<file path="src/rtl/msi_ind_pkg.sv">
package msi_ind_pkg;

   typedef enum logic [2:0] {
      ST_IDLE   = 3'd0,
      ST_IND_RD = 3'd1,
      ST_IND_WR = 3'd2,
      ST_SUM_RD = 3'd3,
      ST_SUM_WR = 3'd4
   } seq_state_t;

endpackage

</file>
<file path="src/rtl/msi_bit_locate.sv">
module msi_bit_locate #(
   parameter int ADDR_W = 64,
   parameter int POS_W  = 17
) (
   input  logic [ADDR_W-1:0] base,
   input  logic [POS_W-1:0]  pos,
   output logic [ADDR_W-1:0] byte_addr,
   output logic [7:0]        bit_mask
);

   localparam int IDX_W = POS_W - 3;

   initial begin
      assert (POS_W >= 4) else $error("msi_bit_locate: POS_W must be at least 4");
   end

   logic [ADDR_W-1:0] idx_ext;

   generate
      if (IDX_W >= ADDR_W) begin : g_trunc
         assign idx_ext = pos[ADDR_W+2:3];
      end else begin : g_zext
         assign idx_ext = {{(ADDR_W-IDX_W){1'b0}}, pos[POS_W-1:3]};
      end
   endgenerate

   assign byte_addr = base + idx_ext;
   assign bit_mask  = 8'h80 >> pos[2:0];

endmodule

</file>
<file path="src/rtl/msi_rmw_seq.sv">
module msi_rmw_seq
   import msi_ind_pkg::*;
#(
   parameter int ADDR_W = 64
) (
   input  logic              clk,
   input  logic              rst_n,
   input  logic              start,
   input  logic [ADDR_W-1:0] ind_addr,
   input  logic [7:0]        ind_mask,
   input  logic [ADDR_W-1:0] sum_addr,
   input  logic [7:0]        sum_mask,
   output logic              busy,
   output logic              irq_pulse,
   output logic              err_pulse,
   output logic              mem_req,
   output logic              mem_wr,
   output logic [ADDR_W-1:0] mem_addr,
   output logic [7:0]        mem_wdata,
   input  logic [7:0]        mem_rdata,
   input  logic              mem_ack,
   input  logic              mem_err
);

   seq_state_t state;
   logic [7:0] old_q;
   logic       on_ind;

   assign on_ind    = (state == ST_IND_RD) || (state == ST_IND_WR);
   assign busy      = (state != ST_IDLE);
   assign mem_req   = busy;
   assign mem_wr    = (state == ST_IND_WR) || (state == ST_SUM_WR);
   assign mem_addr  = on_ind ? ind_addr : sum_addr;
   assign mem_wdata = old_q | (on_ind ? ind_mask : sum_mask);

   always_ff @(posedge clk or negedge rst_n) begin
      if (!rst_n) begin
         state     <= ST_IDLE;
         old_q     <= 8'h00;
         irq_pulse <= 1'b0;
         err_pulse <= 1'b0;
      end else begin
         irq_pulse <= 1'b0;
         err_pulse <= 1'b0;
         case (state)
            ST_IDLE: begin
               if (start) state <= ST_IND_RD;
            end
            ST_IND_RD: begin
               if (mem_ack) begin
                  if (mem_err) begin
                     err_pulse <= 1'b1;
                     state     <= ST_SUM_RD;
                  end else begin
                     old_q <= mem_rdata;
                     state <= ST_IND_WR;
                  end
               end
            end
            ST_IND_WR: begin
               if (mem_ack) begin
                  err_pulse <= mem_err;
                  state     <= ST_SUM_RD;
               end
            end
            ST_SUM_RD: begin
               if (mem_ack) begin
                  if (mem_err) begin
                     err_pulse <= 1'b1;
                     state     <= ST_IDLE;
                  end else begin
                     old_q <= mem_rdata;
                     state <= ST_SUM_WR;
                  end
               end
            end
            ST_SUM_WR: begin
               if (mem_ack) begin
                  if (mem_err) err_pulse <= 1'b1;
                  else         irq_pulse <= (old_q == 8'h00);
                  state <= ST_IDLE;
               end
            end
            default: state <= ST_IDLE;
         endcase
      end
   end

   AST_REQ_HOLD: assert property (@(posedge clk) disable iff (!rst_n)
      mem_req && !mem_ack |=> mem_req && $stable(mem_addr) && $stable(mem_wr)) else $error("AST_REQ_HOLD");

   AST_WR_SAME_BYTE: assert property (@(posedge clk) disable iff (!rst_n)
      $rose(mem_wr) |-> mem_addr == $past(mem_addr)) else $error("AST_WR_SAME_BYTE");

   AST_IRQ_AFTER_SUM_WR: assert property (@(posedge clk) disable iff (!rst_n)
      irq_pulse |-> $past(mem_ack && mem_wr && !mem_err)) else $error("AST_IRQ_AFTER_SUM_WR");

   AST_ERR_FROM_PORT: assert property (@(posedge clk) disable iff (!rst_n)
      err_pulse |-> $past(mem_ack && mem_err)) else $error("AST_ERR_FROM_PORT");

endmodule

</file>
<file path="src/rtl/msi_ind_setter.sv">
module msi_ind_setter #(
   parameter int ADDR_W = 64,
   parameter int OFF_W  = 16,
   parameter int VEC_W  = 11,
   parameter int ISC_W  = 3,
   parameter int DATA_W = 32
) (
   input  logic              clk,
   input  logic              rst_n,
   input  logic              cfg_enabled,
   input  logic [ADDR_W-1:0] cfg_ind_base,
   input  logic [OFF_W-1:0]  cfg_ind_off,
   input  logic [ADDR_W-1:0] cfg_sum_base,
   input  logic [OFF_W-1:0]  cfg_sum_off,
   input  logic [ISC_W-1:0]  cfg_isc,
   input  logic              msg_valid,
   input  logic              msg_write,
   input  logic [DATA_W-1:0] msg_data,
   output logic              msg_ready,
   output logic              rd_valid,
   output logic [DATA_W-1:0] rd_data,
   output logic              mem_req,
   output logic              mem_wr,
   output logic [ADDR_W-1:0] mem_addr,
   output logic [7:0]        mem_wdata,
   input  logic [7:0]        mem_rdata,
   input  logic              mem_ack,
   input  logic              mem_err,
   output logic              irq_valid,
   output logic [ISC_W-1:0]  irq_isc,
   output logic              err_event
);

   localparam int POS_W = ((OFF_W > VEC_W) ? OFF_W : VEC_W) + 1;

   initial begin
      assert (VEC_W >= 1 && VEC_W < DATA_W) else $error("msi_ind_setter: VEC_W out of range");
      assert (OFF_W >= 3) else $error("msi_ind_setter: OFF_W must be at least 3");
      assert (ADDR_W >= 4) else $error("msi_ind_setter: ADDR_W must be at least 4");
      assert (ISC_W >= 1) else $error("msi_ind_setter: ISC_W must be at least 1");
   end

   logic              busy;
   logic              accept;
   logic              start;
   logic [VEC_W-1:0]  vec_q;
   logic [ISC_W-1:0]  isc_q;
   logic [POS_W-1:0]  ind_pos;
   logic [POS_W-1:0]  sum_pos;
   logic [ADDR_W-1:0] ind_addr;
   logic [ADDR_W-1:0] sum_addr;
   logic [7:0]        ind_mask;
   logic [7:0]        sum_mask;
   logic              unused_msg_hi;

   assign unused_msg_hi = ^msg_data[DATA_W-1:VEC_W];

   assign msg_ready = !busy;
   assign accept    = msg_valid && msg_ready;
   assign start     = accept && msg_write && cfg_enabled;

   always_ff @(posedge clk or negedge rst_n) begin
      if (!rst_n) begin
         vec_q    <= '0;
         isc_q    <= '0;
         rd_valid <= 1'b0;
      end else begin
         rd_valid <= accept && !msg_write;
         if (start) begin
            vec_q <= msg_data[VEC_W-1:0];
            isc_q <= cfg_isc;
         end
      end
   end

   assign rd_data = rd_valid ? {DATA_W{1'b1}} : '0;
   assign irq_isc = isc_q;

   assign ind_pos = POS_W'(cfg_ind_off) + POS_W'(vec_q);
   assign sum_pos = POS_W'(cfg_sum_off);

   msi_bit_locate #(.ADDR_W(ADDR_W), .POS_W(POS_W)) u_ind_loc (
      .base      (cfg_ind_base),
      .pos       (ind_pos),
      .byte_addr (ind_addr),
      .bit_mask  (ind_mask)
   );

   msi_bit_locate #(.ADDR_W(ADDR_W), .POS_W(POS_W)) u_sum_loc (
      .base      (cfg_sum_base),
      .pos       (sum_pos),
      .byte_addr (sum_addr),
      .bit_mask  (sum_mask)
   );

   msi_rmw_seq #(.ADDR_W(ADDR_W)) u_seq (
      .clk       (clk),
      .rst_n     (rst_n),
      .start     (start),
      .ind_addr  (ind_addr),
      .ind_mask  (ind_mask),
      .sum_addr  (sum_addr),
      .sum_mask  (sum_mask),
      .busy      (busy),
      .irq_pulse (irq_valid),
      .err_pulse (err_event),
      .mem_req   (mem_req),
      .mem_wr    (mem_wr),
      .mem_addr  (mem_addr),
      .mem_wdata (mem_wdata),
      .mem_rdata (mem_rdata),
      .mem_ack   (mem_ack),
      .mem_err   (mem_err)
   );

   AST_BUSY_NOT_READY: assert property (@(posedge clk) disable iff (!rst_n)
      mem_req |-> !msg_ready) else $error("AST_BUSY_NOT_READY");

   AST_DISABLED_NO_START: assert property (@(posedge clk) disable iff (!rst_n)
      msg_valid && msg_write && msg_ready && !cfg_enabled |=> !mem_req) else $error("AST_DISABLED_NO_START");

   AST_READ_NO_ACCESS: assert property (@(posedge clk) disable iff (!rst_n)
      rd_valid |-> !$past(mem_req)) else $error("AST_READ_NO_ACCESS");

endmodule

</file>
<file path="config.mk">
export PLATFORM = sky130hd
export DESIGN_NAME = msi_ind_setter
export DESIGN_NICKNAME = d
export VERILOG_FILES = /design/src/rtl/msi_ind_pkg.sv /design/src/rtl/msi_bit_locate.sv /design/src/rtl/msi_rmw_seq.sv /design/src/rtl/msi_ind_setter.sv
export SDC_FILE = /design/constraint.sdc
export NUM_CORES = 1
export LEC_CHECK = 0
export ABC_CLOCK_PERIOD_IN_PS = 6600
export BUFFER_PORTS_ARGS = -buffer_cell sky130_fd_sc_hd__clkbuf_2
export CELL_PAD_IN_SITES_DETAIL_PLACEMENT = 0
export CELL_PAD_IN_SITES_GLOBAL_PLACEMENT = 1
export CORE_UTILIZATION = 34
export DETAILED_ROUTE_END_ITERATION = 8
export PLACE_DENSITY_LB_ADDON = 0.1
export SYNTH_ARGS = -nofsm -noshare
export SYNTH_HDL_FRONTEND = slang
export SYNTH_HIERARCHICAL = 1
export SYNTH_SLANG_ARGS = --single-unit
</file>
<file path="constraint.sdc">
create_clock -name clk -period 6.6 [get_ports clk]
set_input_delay 0.99 -clock clk [delete_from_list [all_inputs] [get_ports clk]]
set_output_delay 0.99 -clock clk [all_outputs]
set_load 0.01 [all_outputs]
</file>
# --- After elaboration in Yosys (flattened, before gate mapping) ---
# Index checks and enable logic that the tools add are counted.
word_totals:
  register_bits: 28
  ram_bits: 0
  word_cells: 56
  romBits: 0
  inputBits: 210
  out_inout_bits: 113
  latch_bits: 0
  n_memories: 0
op_classes:
  div: 0
  n_eq_ne: 9
  n_bitwise: 2
  n_mux: 18
  n_mul: 0
  n_addsub: 3
  n_shift: 2
  n_reduce_logical: 15
  order_cmp: 0
op_table:
  columns: ["cell", "n"]
  rows:
  - ["64-bit by 13-bit adder with 64-bit output", 1]
  - ["64-bit by 14-bit adder with 64-bit output", 1]
  - ["64-bit 2-to-1 mux", 1]
  - ["32-bit 2-to-1 mux", 1]
  - ["3-bit 2-to-1 mux", 6]
  - ["16-bit by 11-bit adder with 17-bit output", 1]
  - ["8-bit by 3-bit >> shifter with 8-bit output, first input constant", 2]
  - ["3-bit case mux with 5 select lines", 1]
  - ["2-bit inequality test, second input constant", 5]
  - ["8-bit logical NOT", 1]
  - ["8-bit 2-to-1 mux", 1]
  - ["8-bit bitwise OR", 1]
  - ["1-bit 2-to-1 mux", 7]
  - ["3-bit by 2-bit == test with 1-bit output, second input constant", 2]
  - ["5-bit AND reduction", 1]
  - ["1-bit logical AND", 4]
  - ["3-bit by 1-bit == test with 1-bit output, second input constant", 1]
  - ["3-bit == test, second input constant", 1]
  - ["3-bit logical NOT", 1]
  - ["3-bit AND reduction", 1]
  - ["3-bit nonzero test", 1]
  - ["3-bit OR reduction", 1]
  - ["1-bit logical NOT", 2]
  - ["1-bit logical OR", 2]
  - ["other kinds (3)", 3]

# --- Longest topological paths before layout ---
# Gate-level depths: netlist (run 1).
logic_depth:
  word_depth: 7
  ltp_mapped: 16
  ltp_nobuf: 15

# --- Hierarchy ---
# Netlist (run 1), hierarchy kept.
by_module_without_submodules:
  columns: ["mod", "cells_per_inst", "seq_area_each_um2", "area_per_inst_um2", "instances"]
  rows:
  - ["msi_bit_locate at u_ind_loc", 296, 0.0, 2165.8, 1]
  - ["msi_bit_locate at u_sum_loc", 267, 0.0, 1845.5, 1]
  - ["msi_rmw_seq", 145, 325.3, 1564.0, 1]
  - ["msi_ind_setter", 177, 375.4, 1415.1, 1]

# --- Worst setup path before layout (run 1) ---
# Ideal clock, no wire load.
synth_timing:
  path_type: "input to output"
  from: "input port cfg_ind_off[0]"
  to: "output port mem_addr[61]"
  required_ps: 5610
  path_stages: 16
  setup_slack_ps: 1228
  t_arrival_ps: 4382
  n_path_buf: 1
  cell_sequence: "ha_1 > fa_1 > a21o_1 > a221oi_2 > o211ai_1 > a21oi_2 > xnor2_1 > ha_1 > nand3_1 > nor3_1 > nand3_1 > a21oi_1 > buf_2 > o2111ai_1 > xnor2_1 > mux2_1"
synth_between:
  elab_chain_len: 3
synth_lines:
  columns: ["element", "line", "source"]
  rows:
  - ["from (decl)", "msi_ind_setter.sv:12", "input logic [OFF_W-1:0] cfg_ind_off,"]
  - ["16-bit by 11-bit adder with 17-bit output", "msi_ind_setter.sv:79", "assign ind_pos = POS_W'(cfg_ind_off) + POS_W'(vec_q);"]
  - ["via ind_pos[10]", "msi_ind_setter.sv:48", "logic [POS_W-1:0] ind_pos;"]
  - ["64-bit by 14-bit adder with 64-bit output", "msi_bit_locate.sv:27", "assign byte_addr = base + idx_ext;"]
  - ["via ind_addr[61]", "msi_ind_setter.sv:50", "logic [ADDR_W-1:0] ind_addr;"]
  - ["64-bit 2-to-1 mux", "msi_rmw_seq.sv:33", "assign mem_addr = on_ind ? ind_addr : sum_addr;"]
  - ["to (decl)", "msi_ind_setter.sv:24", "output logic [ADDR_W-1:0] mem_addr,"]
# The timed path passes the listed nets, and every way through them passes these cells.

# --- Worst setup path in the final report (run 1) ---
layout_timing:
  from: "input port cfg_ind_off[0]"
  to: "output port mem_addr[52]"
# The elaborated chain is that of the path after synthesis.

==> results of run 1 <==
-- tightest hold or removal path, cell delays in order (launching register included) --
cell	delay, ns
dfrtp_1	0.35
nand2_1	0.05
nand2_1	0.05
-- metrics by stage --
stage / std cells / total power, mW / hold WS, ns / worst slack [ns] / cell area [um^2]
2_1_floorplan: 885 / 2.21 / 0.450 / 1.23 / 6990
3_3_place_gp: 1397 / 2.92 / 0.466 / 0.498 / 8430
3_5_place_dp: 1397 / 2.91 / 0.468 / 0.511 / 8430
4_1_cts: 1401 / 3.11 / 0.487 / 0.486 / 8530
5_1_grt: 1401 / 3.34 / 0.528 / 0.176 / 8530
6_report: 1401 / 3.07 / 0.483 / 0.452 / 8530
-- state kept, by name, indices dropped and copies added, names as in the netlist --
name,cells
u_seq/old_q,8
irq_isc,3
u_seq/state,3
rd_valid,1
u_seq/err_pulse,1
vec_q,11
u_seq/irq_pulse,1
-- area by class of cell --
class | count | area [um^2]
clock buffer | 3 | 75.1
clock inverter | 1 | 30.0
fill | 2169 | 11600
inverter | 12 | 45.0
multi-input combinational | 782 | 5810
sequential | 28 | 701
tap | 270 | 338
timing repair buffer | 305 | 1540
-- cell usage in the layout (no fill, tap or decap), drive strengths merged, types with 15 or more instances in the layout --
master   netlist  layout
clkbuf        11     304
nand2        103     103
xnor2         92      92
nor2          76      76
mux2          72      72
nand3         44      44
xor2          42      42
ha            39      39
a21oi         33      33
dfrtp         28      28
nand4         28      28
and3          24      24
nor3          24      24
o21ai         19      19
nor4          17      17
a21o          16      16
o2111ai       15      15
-- report_power, final --
part | switching, mW | total [mW] | leakage (nW) | internal (mW)
Combinational | 1.37 | 2.56 | 3.52 | 1.18
Sequential | 0.0843 | 0.331 | 0.349 | 0.247
Clock | 0.0594 | 0.180 | 0.0511 | 0.121
-- worst paths after layout --
check / startpoint / to / slack, ns
max: cfg_ind_off[0] / mem_addr[52] / 0.45
min in group asynchronous: rst_n / vec_q[1]$_DFFE_PN0P_ / 0.77
max in group asynchronous: rst_n / u_seq/state[2]$_DFFE_PN0P_ / 5.37
min: irq_isc[1]$_DFFE_PN0P_ / irq_isc[1]$_DFFE_PN0P_ / 0.48
min reg2reg: irq_isc[1]$_DFFE_PN0P_ / irq_isc[1]$_DFFE_PN0P_ / 0.48
max reg2reg: u_seq/state[2]$_DFFE_PN0P_ / u_seq/state[0]$_DFFE_PN0P_ / 3.91
-- logic make-up (layout without fill, tap and decap cells) --
kind of cell / Yosys count / count (layout) / synth area share (%)
AO/OA/AOI/OAI: 141 / 141 / 15.3
multiplexers: 81 / 81 / 12.9
buffers and inverters: 75 / 321 / 6.98
AND/OR/NAND/NOR: 383 / 383 / 29.9
XOR/XNOR: 134 / 134 / 17.1
adder cells (fa/ha/maj): 42 / 42 / 7.84
flip-flops: 28 / 28 / 10.0
other: 1 / 1 / 0.0536
-- per-layer routing --
metal,share of wire (%),routed length (um),vias to the layer above
li1,-,-,3701
met1,46,10800,3324
met2,46,10700,266
met3,6.5,1520,16
met4,1.2,276,2
met5,0.056,13,-
==> results.cfg, run 1 <==
[run_status]
status = complete, no violations

[final_layout]
fin_nets = 1384
fin_util_pct = 42.3
syn2layout_area_growth_pct = 22.0
drive_above_1_share_pct = 36.4
diodes = 0

[die]
die_x_um = 145
io_pins = 323
die_area_um2 = 21100
rows = 52
start_util_pct = 34.7
core_um2 = 20200
die_h_um = 145

[cts]
clk_path_buf_depth = 2
tritoncts = yes
cts_buffers = 3
clkTransAtPathRegs_ns = 0.07
cts_sinks = 28
clock_latency_ns = 0.26
htreeDepth = 1
cts_setup_buffers = 0
cts-root-buf = clkbuf_16
ctsHoldBuffers = 0
post_cts_resized = 0

[yosys]
synth-seq-area-share_pct = 10.0
avgSynthCellArea_um2 = 7.90
yosysWarnings = 6
synthTopCellsByArea = xnor2_1, dfrtp_1, mux2_2, ha_1, nand2_1
synth_flop_cell = dfrtp_1
syn_nets = 1137
synth_most_common_cell = nand2_1
yosys.area.top_type = xnor2_1
synth_seq_cells = 28
synth_top_cells_by_count = nand2_1, xnor2_1, nor2_1
async_flop_share_pct = 100
synth-edff-count = 0
netlist_instances = 885
synth_cell_type_count = 80
syn-cell-area_um2 = 6990
synth_top_area_share_pct = 11.4

[global_routing]
grt.total_usage_pct = 21.2
use_met2_pct = 35.5
grt_max_degree = 73
grt_pass1_vias = 6869
grt_pass1_wl_um = 36800
use_met3_pct = 2.79
antenna_found_initial = 1
grt-busiest-layer = met2
overflow = 0
grt_use_met1_pct = 29.5

[timing]
max_slew_margin_pct = 18.9
clock.fmax_mhz = 163
finalCritPeriodShare_pct = 93.1
grt_setup_unrepaired = no
skew_ns = 0.00583
fin_setup_tns_ns = 0
tightest_slew_ns = 1.22
period_minus_slack_ns = 6.15
hold_viol = 0
setup_viol = 0
slew_violations = 0

[setup_path]
worstPathCellList = clkbuf_2 -> ha_1 -> fa_1 -> a21o_1 -> a221oi_2 -> o211ai_1 -> a21oi_2 -> xnor2_1 -> ha_1 -> nand3_1 -> nor3_1 -> o311a_4 -> o311ai_4 -> buf_4 -> nor4_1 -> xor2_1 -> mux2_2 -> clkbuf_2
critPathMaxStageDelay_ns = 0.44
cp.depth = 18
path_delay_family = compound AO/OA/AOI/OAI gates
reg2reg_depth = 7
worstPathRequired_ns = 5.61
start_kind = input pin
crit_slowest_cell = a221oi_2
path_class = in -> out
worstPathArrival_ns = 5.16
cp_max_fo = 13
end_kind = output pin
critPathBufInv = 3

[min_path]
hold_depth = 2
hold_class = reg -> reg

[placed_design]
gp_congestion = 0.942
io_buffers = 301
place_hpwl_um = 19500

[route]
route.detailed.drc = 0
vias_per_cell = 5.22
dr.pass1.iters = 5
ant_nets = 0
wirelength_um = 23300
vias = 7309
drt_iter0_markers = 365
wl_per_cell_um = 16.6

[run]
drv_cap = 0

[power]
p_leak_nw = 3.92
power_density_nw_per_um2 = 360
ir_drop_mv = 0.330
Note: power is estimated with default switching activity, not from simulation.
==> run 2: changes to the inputs <==
GPL_TIMING_DRIVEN = 0   (was not set)
==> results.cfg, run 2 (synthesis results as in run 1) <==
[final_layout]
syn2layout_area_growth_pct = 27.9
reg_top3 = vec_q: 11 flops, u_seq/old_q: 8 flops
fin_nets = 1443
diodes = 0
layout_commonest_cell = clkbuf_2
final_cell_mix = clkbuf_2, nand2_1, xnor2_1
regMostFlops = vec_q
drive_above_1_share_pct = 38.6
largest_reg_flops = 11
instances_no_fill = 1460

[timing]
period_minus_slack_ns = 6.18
slew_violations = 0
fin_setup_tns_ns = 0
grt_setup_unrepaired = no
setup_ws_ns = 0.420
setup_viol = 0
finalCritPeriodShare_pct = 93.6
skew_ns = 0.00180
clock.fmax_mhz = 162
max_slew_margin_pct = 35.2
tightest_slew_ns = 0.969
worst_hold_slack_ns = 0.487
hold_viol = 0

[route]
wl_per_cell_um = 16.7
vias = 7578
vias_per_cell = 5.19
wirelength_um = 24400
route.detailed.drc = 0
drt_iter0_markers = 447
ant_nets = 0
dr.pass1.iters = 5

[power]
p_sw_mw = 1.58
p_int_mw = 1.67
ir_drop_mv = 0.270
swShare_pct = 48.5
p_leak_nw = 4.19
combinationalPowerShare_pct = 84.8
power_density_nw_per_um2 = 363
p_seq_share_pct = 9.6
p_clk_share_pct = 5.6

[placed_design]
io_buffers = 301
pre_cts_slack_ns = 0.294
place_inst = 1456
place_hpwl_um = 20600
gp_congestion = 0.950

[die]
rows = 52
die_area_um2 = 21100
core_um2 = 20200
io_pins = 323
start_util_pct = 34.7
die_x_um = 145
die_h_um = 145

[cts]
clock_latency_ns = 0.26
htreeDepth = 1
cts_setup_buffers = 0
tritoncts = yes
cts_buffers = 3
cts-root-buf = clkbuf_16
clk_path_buf_depth = 2
cts_sinks = 28
clkTransAtPathRegs_ns = 0.07

[setup_path]
worstPathArrival_ns = 5.19
cp_max_fo = 10
end_kind = output pin
start_kind = input pin
rrSetupSlack_ns = 4.12
path_class = in -> out
crit_start = cfg_ind_off[0]
worstPathRequired_ns = 5.61
reg2reg_depth = 9
r2r-end = u_seq/state[0]$_DFFE_PN0P_
timing.rr.start = u_seq/state[2]$_DFFE_PN0P_

[min_path]
min-delay-start = irq_isc[1]$_DFFE_PN0P_
hold_class = reg -> reg
hold_depth = 2
hold_end = irq_isc[1]$_DFFE_PN0P_

[global_routing]
grt_max_degree = 34
antenna_found_initial = 0
grt_pass1_wl_um = 37700
grt.total_usage_pct = 21.9
overflow = 0
grt_pass1_vias = 7225

[run_status]
status = complete, no violations

[run]
drv_cap = 0
-- run 2: cell types whose count changed in the layout (fill, tap and decap cells not counted) --
cell / before / now
buf_4: 4 / 37
clkbuf_1: 0 / 11
buf_1: 0 / 1
buf_2: 0 / 6
buf_6: 0 / 8
-- run 2: routing by layer --
layer / routed length (um) / vias to the layer above / track usage [%]
met3: 1450 / 26 / 2.51
met4: 458 / 0 / 3.95
met2: 11400 / 279 / 37.7
li1: - / 3820 / -
met5: 0 / - / 0
met1: 11200 / 3453 / 29.5
-- run 2: final cells by class --
class / instances / area, um^2
sequential: 28 / 701
timing repair buffer: 301 / 1510
clock buffer: 3 / 75.1
buffer: 63 / 443
tap: 270 / 338
fill: 2166 / 11200
multi-input combinational: 782 / 5810
clock inverter: 1 / 30.0
inverter: 12 / 45.0
-- run 2: worst max-delay path by stage --
stage                    to  slack, ns  cells after the start
2_1_floorplan  mem_addr[61]       1.23                     16
3_5_place_dp   mem_addr[47]       0.29                     18
3_3_place_gp   mem_addr[47]       0.22                     18
4_1_cts        mem_addr[47]       0.25                     18
5_1_grt        mem_addr[57]       0.12                     18
6_report       mem_addr[57]       0.42                     18
-- run 2: worst max-delay path, cell delays in order --
cell and delay, ns:
clkbuf_2 0.08, ha_1 0.21, fa_1 0.41, a21o_1 0.22
a221oi_2 0.45, o211ai_1 0.19, a21oi_2 0.17, xnor2_1 0.08
ha_1 0.41, nand3_1 0.16, nor3_1 0.17, nand3_1 0.16
a21oi_2 0.37, buf_2 0.31, o2111ai_1 0.17, xnor2_1 0.30
mux2_2 0.21, clkbuf_2 0.12
-- run 2: timing repair --
item	CTS	global route
hold endpoints to repair	0	0
endpoints found under the setup margin	0	13
hold buffers	0	0
resized for setup	0	1
-- run 2: per-stage QoR --
stage	utilization [%]	area, um^2	total power, mW
2_1_floorplan	-	6990	2.21
4_1_cts	44.3	8940	3.28
6_report	44.3	8940	3.25
3_3_place_gp	43.8	8830	3.08
5_1_grt	44.3	8940	3.51
3_5_place_dp	43.8	8830	3.08
-- run 2: power by group through the flow --
stage	logic [mW]	registers (mW)	clock network [mW]
after floorplan	1.91	0.300	0
after global placement	2.76	0.314	0
after detailed placement	2.76	0.317	0
after CTS	2.78	0.313	0.184
after global routing	2.99	0.324	0.193
final	2.75	0.311	0.182
==> run 3: changes to the inputs <==
==> constraint.sdc (replaced) <==
create_clock -name clk -period 6.6 [get_ports clk]
set_input_delay 0.99 -clock clk [delete_from_list [all_inputs] [get_ports clk]]
set_output_delay 0.99 -clock clk [all_outputs]
set_load 0.05 [all_outputs]
==> results.cfg, run 3 (synthesis results as in run 1) <==
[final_layout]
layout_commonest_cell = clkbuf_2
fin_nets = 1443
syn2layout_area_growth_pct = 28.2
regMostFlops = vec_q
diodes = 0
largest_reg_flops = 11
reg_top3 = vec_q: 11 flops, u_seq/old_q: 8 flops
drive_above_1_share_pct = 38.7
final_cell_mix = clkbuf_2, nand2_1, xnor2_1
fillCellCount = 2165

[timing]
finalCritPeriodShare_pct = 95.3
tightest_slew_ns = 0.994
skew_ns = 0.00175
slew_violations = 0
setup_viol = 0
fin_setup_tns_ns = 0
period_minus_slack_ns = 6.29
grt_setup_unrepaired = no
hold_viol = 0
clock.fmax_mhz = 159
max_slew_margin_pct = 33.6

[route]
ant_nets = 0
drt_iter0_markers = 421
wl_met2_um = 11300
wl_met1_um = 11300
wirelength_um = 24500
route.met3.wl_um = 1390
route.detailed.drc = 0
vias_per_cell = 5.19
dr.pass1.iters = 7
wl_per_cell_um = 16.8
topRoutingLayerUsed = met4
vias = 7581

[setup_path]
path_class = in -> out
timing.rr.start = u_seq/state[2]$_DFFE_PN0P_
worstPathCellList = clkbuf_2 -> ha_1 -> fa_1 -> a21o_1 -> a221oi_2 -> o211ai_1 -> a21oi_2 -> xnor2_1 -> ha_1 -> nand3_1 -> nor3_1 -> nand3_1 -> a21oi_4 -> buf_2 -> o2111ai_1 -> xnor2_1 -> mux2_2 -> clkbuf_2
reg2reg_depth = 9
rrSetupSlack_ns = 4.12
start_kind = input pin
end_kind = output pin
cp_max_fo = 10
critPathMaxStageDelay_ns = 0.45
worstPathRequired_ns = 5.61
crit_slowest_cell = a221oi_2
r2r-end = u_seq/state[0]$_DFFE_PN0P_
worstPathArrival_ns = 5.30

[die]
die_x_um = 145
start_util_pct = 34.7
rows = 52
die_area_um2 = 21100
io_pins = 323
core_um2 = 20200
die_h_um = 145

[power]
p_seq_share_pct = 6.9
p_int_mw = 1.67
p_clk_share_pct = 4.0
swShare_pct = 62.8
p_leak_nw = 4.20
p_sw_mw = 2.83
power_density_nw_per_um2 = 502
p_total_mw = 4.50
ir_drop_mv = 0.522
combinationalPowerShare_pct = 89.0

[min_path]
min-delay-start = irq_isc[1]$_DFFE_PN0P_
hold_class = reg -> reg
hold_depth = 2
hold_end = irq_isc[1]$_DFFE_PN0P_

[cts]
post_cts_resized = 0
cts_buffers = 3
cts_sinks = 28
htreeDepth = 1
clk_path_buf_depth = 2
clock_latency_ns = 0.26
cts_setup_buffers = 0
tritoncts = yes
ctsHoldBuffers = 0
cts-root-buf = clkbuf_16
clkTransAtPathRegs_ns = 0.07

[global_routing]
overflow = 0
grt_pass1_vias = 7225
grt_max_degree = 34
grt.total_usage_pct = 21.9
grt_pass1_wl_um = 37700
antenna_found_initial = 0

[run_status]
status = complete, no violations

[placed_design]
io_buffers = 301
place_hpwl_um = 20600
gp_congestion = 0.950

[run]
drv_cap = 0
run 3: cell counts in the layout (fill, tap and decap cells not counted):
Identical to the previous run, type by type.
run 3: layout make-up:
cell class | instances | area [um^2] | area share [%]
multi-input cells | 782 | 5820 | 65.0
repair buffers | 301 | 1510 | 16.8
flip-flops and latches | 28 | 701 | 7.82
plain buffers | 63 | 443 | 4.94
well taps | 270 | 338 | 3.77
clock buffers | 3 | 75.1 | 0.838
inverters | 12 | 45.0 | 0.503
clock inverters | 1 | 30.0 | 0.335
run 3: worst max-delay path, delay by kind of cell:
kind                       cells  cell delay (ns)
xor gates and xnor gates       2             0.39
and+or+nand+nor                3             0.52
muxes                          1             0.21
adders and majority gates      3             1.03
AOI/OAI and AO/OA              6             1.51
buffers and inverters          3             0.63
run 3: metrics by stage:
stage                     utilization (%)  std cells  area (um^2)  hold slack, ns  setup slack (ns)
after global placement               43.8       1456         8830           0.466            0.0723
after floorplan                         -        885         6990           0.450              1.07
after global routing                 44.4       1460         8960           0.515            0.0416
after detailed placement             43.8       1456         8830           0.471             0.149
after CTS                            44.3       1460         8940           0.489             0.110
final                                44.4       1460         8960           0.486             0.312
run 3: layer usage:
layer / up-vias / track usage, %
li1: 3825 / -
met1: 3452 / 29.5
met2: 274 / 37.7
met3: 30 / 2.51
met4: 0 / 3.95
met5: - / 0
run 3: power groups by stage:
stage                     registers, mW  clock network [mW]  logic, mW
after floorplan                   0.334                   0       3.14
after global placement            0.314                   0       4.00
after detailed placement          0.317                   0       4.01
after CTS                         0.313               0.184       4.03
after global routing              0.324               0.193       4.24
final                             0.311               0.182       4.00
run 3: worst max-delay path by stage:
stage | slack [ns] | end | start
global placement | 0.07 | mem_addr[47] | cfg_ind_off[0]
detailed placement | 0.15 | mem_addr[47] | cfg_ind_off[0]
floorplan | 1.07 | mem_addr[61] | cfg_ind_off[0]
CTS | 0.11 | mem_addr[47] | cfg_ind_off[0]
finish | 0.31 | mem_addr[57] | cfg_ind_off[0]
global route | 0.04 | mem_addr[57] | cfg_ind_off[0]
